$ cat config.mk
export PLATFORM = sky130hd
export DESIGN_NAME = qor_responder
export DESIGN_NICKNAME = d
export VERILOG_FILES = /design/src/rtl/qor_responder.sv
export SDC_FILE = /design/constraint.sdc
export NUM_CORES = 1
export LEC_CHECK = 0
export BUFFER_PORTS_ARGS = -buffer_cell sky130_fd_sc_hd__buf_4
export CAP_MARGIN = 30
export CORE_ASPECT_RATIO = 2
export CORE_UTILIZATION = 52
export DETAILED_ROUTE_END_ITERATION = 7
export GPL_TIMING_DRIVEN = 0
export PLACE_DENSITY = 0.74
export SYNTH_ARGS = -nofsm -noshare
export SYNTH_HDL_FRONTEND = slang
export SYNTH_SLANG_ARGS = --single-unit
$ cat constraint.sdc
create_clock -name clk -period 6.69 [get_ports clk]
set_input_delay 1.338 -clock clk [delete_from_list [all_inputs] [get_ports clk]]
set_output_delay 1.338 -clock clk [all_outputs]
set_load 0.005 [all_outputs]
$ cat src/rtl/qor_responder.sv
module qor_responder #(
  parameter int          ADDR_W   = 8,
  parameter logic [7:0]  RD_OP    = 8'h6B,
  parameter logic [7:0]  FILL_MUL = 8'd37,
  parameter logic [7:0]  FILL_ADD = 8'h5A
) (
  input  logic       clk,
  input  logic       rst_n,
  input  logic       cs_n,
  input  logic       sck,
  input  logic       io0,
  input  logic       quad_en,
  input  logic       busy,
  output logic [3:0] io_o,
  output logic       io_oe
);
  localparam int DEPTH = 1 << ADDR_W;
  localparam int SRW   = (ADDR_W - 1 > 7) ? ADDR_W - 1 : 7;
  localparam logic [5:0] LAST = 6'd40;

  logic [7:0]        mem [DEPTH];
  logic [7:0]        rd_data;
  logic [SRW-1:0]    sr;
  logic [ADDR_W-1:0] addr;
  logic [5:0]        cnt;
  logic              sck_q, rej, half;

  initial for (int i = 0; i < DEPTH; i++) mem[i] = 8'(i) * FILL_MUL + FILL_ADD;

  always_ff @(posedge clk) rd_data <= mem[addr];

  wire rise  = sck & ~sck_q;
  wire fall  = ~sck & sck_q;
  wire drive = fall && !cs_n && cnt == LAST && !rej;

  always_ff @(posedge clk or negedge rst_n) begin
    if (!rst_n) begin
      sck_q <= 1'b0;
      cnt   <= '0;
      sr    <= '0;
      addr  <= '0;
      rej   <= 1'b0;
      half  <= 1'b0;
      io_o  <= '0;
      io_oe <= 1'b0;
    end else begin
      sck_q <= sck;
      if (cs_n) begin
        cnt   <= '0;
        rej   <= 1'b0;
        half  <= 1'b0;
        io_oe <= 1'b0;
      end else begin
        if (rise && cnt != LAST) begin
          cnt <= cnt + 6'd1;
          sr  <= {sr[SRW-2:0], io0};
          if (cnt == 6'd7 && ({sr[6:0], io0} != RD_OP || !quad_en || busy))
            rej <= 1'b1;
          if (cnt == 6'd31)
            addr <= {sr[ADDR_W-2:0], io0};
        end
        if (drive) begin
          io_oe <= 1'b1;
          half  <= ~half;
          if (!half) io_o <= rd_data[7:4];
          else begin
            io_o <= rd_data[3:0];
            addr <= addr + 1'b1;
          end
        end
      end
    end
  end

  assert_deselect_idle_R6: assert property (@(posedge clk) disable iff (!rst_n)
    cs_n |=> !io_oe);
  assert_enable_after_cmd_R2: assert property (@(posedge clk) disable iff (!rst_n)
    $rose(io_oe) |-> (cnt == LAST && !rej));
  assert_refused_silent_R7: assert property (@(posedge clk) disable iff (!rst_n)
    rej |-> !io_oe);
  assert_nibble_on_fall_R3: assert property (@(posedge clk) disable iff (!rst_n)
    !fall |=> $stable(io_o));
  assert_addr_step_R4: assert property (@(posedge clk) disable iff (!rst_n)
    (drive && half) |=> addr == ADDR_W'($past(addr) + 1'b1));
endmodule

==> results.yml <==
run_status:
  status: "completed"
global_route:
  grt_pass1_wl_mm: 12.77
  grt_overflow: 0
  grt_pass1_vias: 2580
  grt_usage_pct: 32.31
  antenna_found_initial: 0
  grt_start_max_net_pins: 30
clocking:
  cts_root_buf: "clkbuf_8"
  clk_latency_ps: 300
  cts_buffers: 5
  ctsHoldBuffers: 0
  cts_max_path_buffers: 2
  cts_tree: "built"
  cts.repair.resized: 0
  clkTransAtPathRegs_ps: 70
  clock-sinks: 37
  cts_setup_buffers: 0
  h-tree-depth: 2
sta:
  drv_slew: 0
  finClkSkew_ps: 4.141
  finalSetupTns_ps: 0
  clock.fmax_mhz: 335.4
  finalCriticalPeriod_ps: 2982
  fin_crit_sh_pct: 44.57
  hold_violations: 0
  fin_ws_ps: 3708
  slew_headroom_pct: 41.80
  worstMarginPinSlew_ps: 851.0
  setup_viol: 0
  holdWs_ps: 481.6
  rsz0062_at_grt: "no"
synth:
  yosysSeqAreaShare_pct: 32.46
  syn_area_per_cell_sq_um: 8.691
  yosys.area.top_type: "dfrtp_1"
  ys.flop_type: "dfrtp_1"
  synthTopCellsByArea: "dfrtp_1, ha_1, dfxtp_1"
  synth_nets: 335
  syn_inst: 314
  synth-edff-count: 0
  synth_top_area_share_pct: 26.59
  ys_ff_latch: 37
  synth-async-reset-ratio_pct: 78.38
  ys_types: 66
  syn_area_sq_um: 2729
  yosys_warnings: 0
worst_hold_path:
  hp-start: "io_o[0]$_DFFE_PN0P_"
  holdCritPathClass: "flop to flop"
  min_path_cells: 2
  hold_path_end: "io_o[0]$_DFFE_PN0P_"
critical_path:
  path_delay_family: "compound AO/OA/AOI/OAI gates"
  max_stage_delay_ps: 800
  r2r_end: "rd_data[7]$_DFF_P_"
  crit_buf_inv: 3
  start_kind: "flop"
  endpoint_kind: "flop"
  reg2reg_slack_ps: 3710
  required_ps: 6850
  r2r-start: "addr[2]$_DFFE_PN0N_"
  cp-startpoint: "addr[2]$_DFFE_PN0N_"
  cp.depth: 7
  worstSetupPathType: "flop to flop"
  reg2reg_depth: 7
  arrival_ps: 3140
  path_max_fanout: 10
  critPathSlowestCell: "a2111oi_0"
  crit_path_cell_trace: "buf_6, inv_1, buf_2, ha_1, a2111oi_0, nor4_1, a2bb2oi_1"
floorplanning:
  core_sq_um: 5092
  dieArea_sq_um: 5559
  chipWidth_um: 53.23
  start_util_pct: 53.59
  boundaryPins: 12
  die_h_um: 104.5
  rows: 37
detailed_routing:
  drt_iter0_drc: 115
  drc: 0
  via_per_inst: 6.575
  ant_nets: 0
  wl_per_cell_um: 20.81
  wirelength_mm: 8.137
  drt_first_pass_iters: 4
  vias: 2571
layout:
  fillers: 488
  layout-drive-gt1-share_pct: 15.02
  final_util_pct: 58.26
  num-nets-final: 353
  antennaDiodeCount: 0
  most-common-layout-cells: "nor2_1, dfrtp_1, o21ai_0, nand2_1, inv_1"
  area_growth_pct: 8.712
placed_design:
  gp_congestion: 1.023
  port_buffers: 11
  dp_hpwl_mm: 6.081
  pre_cts_ws_ps: 3877
power:
  cellLeakagePower_uw: 0.001229
  ir_drop_uv: 185.7
  p_per_area_nw_per_um2: 184.9
job:
  maxCapViolCount: 0
flip-flops by register name, summed over array words and instances (netlist names):
name and cells:
rd_data 8, sck_q 1, sr 7, io_o 4, rej 1, io_oe 1
cnt 6, addr 8, half 1
cells by family (layout without fill, tap and decap cells):
family / Yosys count / after routing / synth area share, %
muxes: 19 / 19 / 8.299
buffers and inverters: 43 / 62 / 8.023
DFF: 37 / 37 / 32.46
and+or+nand+nor: 101 / 101 / 19.58
adders and majority gates: 14 / 14 / 6.419
xor gates and xnor gates: 9 / 9 / 2.888
AOI/OAI and AO/OA: 91 / 91 / 22.33
cell usage after synthesis (all sizes together) (5+ instances only):
cell type and count:
mux2 9, xnor2 5, nor2 29, inv 17
ha 14, o21ai 25, clkbuf 10, nand2 19
buf 16, nand2b 8, nand3 13, mux2i 8
dfrtp 29, dfxtp 8, a31oi 5, a21oi 16
how the worst max path moves through the flow:
stage | end | slack (ps)
after floorplan | addr[6]$_DFFE_PN0N_ | 4090
after global placement | rd_data[7]$_DFF_P_ | 3870
after detailed placement | addr[6]$_DFFE_PN0N_ | 3880
after CTS | rd_data[7]$_DFF_P_ | 3890
after global routing | rd_data[6]$_DFF_P_ | 3790
final | rd_data[7]$_DFF_P_ | 3710
report_power, final:
| part | total [uW] | switching, uW | internal [uW] |
|---|---|---|---|
| clock | 153 | 80.9 | 72.2 |
| combinational | 120 | 66.1 | 53.9 |
| sequential | 275 | 25.2 | 250 |
worst reg2reg max path, cell delays in order (launching register included):
cell	delay (ps)
dfrtp_1	440
buf_6	170
inv_1	270
buf_2	310
ha_1	310
a2111oi_0	800
nor4_1	150
a2bb2oi_1	400
routing by layer:
metal	part of all wire (%)	up-vias	track usage [%]
li1	-	1173	-
met1	35	1250	32.56
met2	53	99	55.27
met3	3.5	49	3.363
met4	8.4	0	26.13
met5	0	-	0
stage by stage:
step	area, sq um	instances	total power, uW
after global routing	2967	391	570.2
after global placement	2884	383	392.5
after CTS	2967	391	545.8
final	2967	391	548.4
after floorplan	2729	314	354.2
after detailed placement	2884	383	395.8
final cells by class:
| type | count | area, sq um | share of cell area (%) |
|---|---|---|---|
| plain buffers | 26 | 155.1 | 5.230 |
| clock buffers | 6 | 72.57 | 2.446 |
| clock inverters | 2 | 10.01 | 0.3374 |
| inverters | 17 | 63.81 | 2.151 |
| multi-input cells | 234 | 1624 | 54.74 |
| flip-flops and latches | 37 | 885.9 | 29.86 |
| well taps | 58 | 72.57 | 2.446 |
| repair buffers | 11 | 82.58 | 2.784 |
Note: power is estimated with default switching activity, not from simulation.
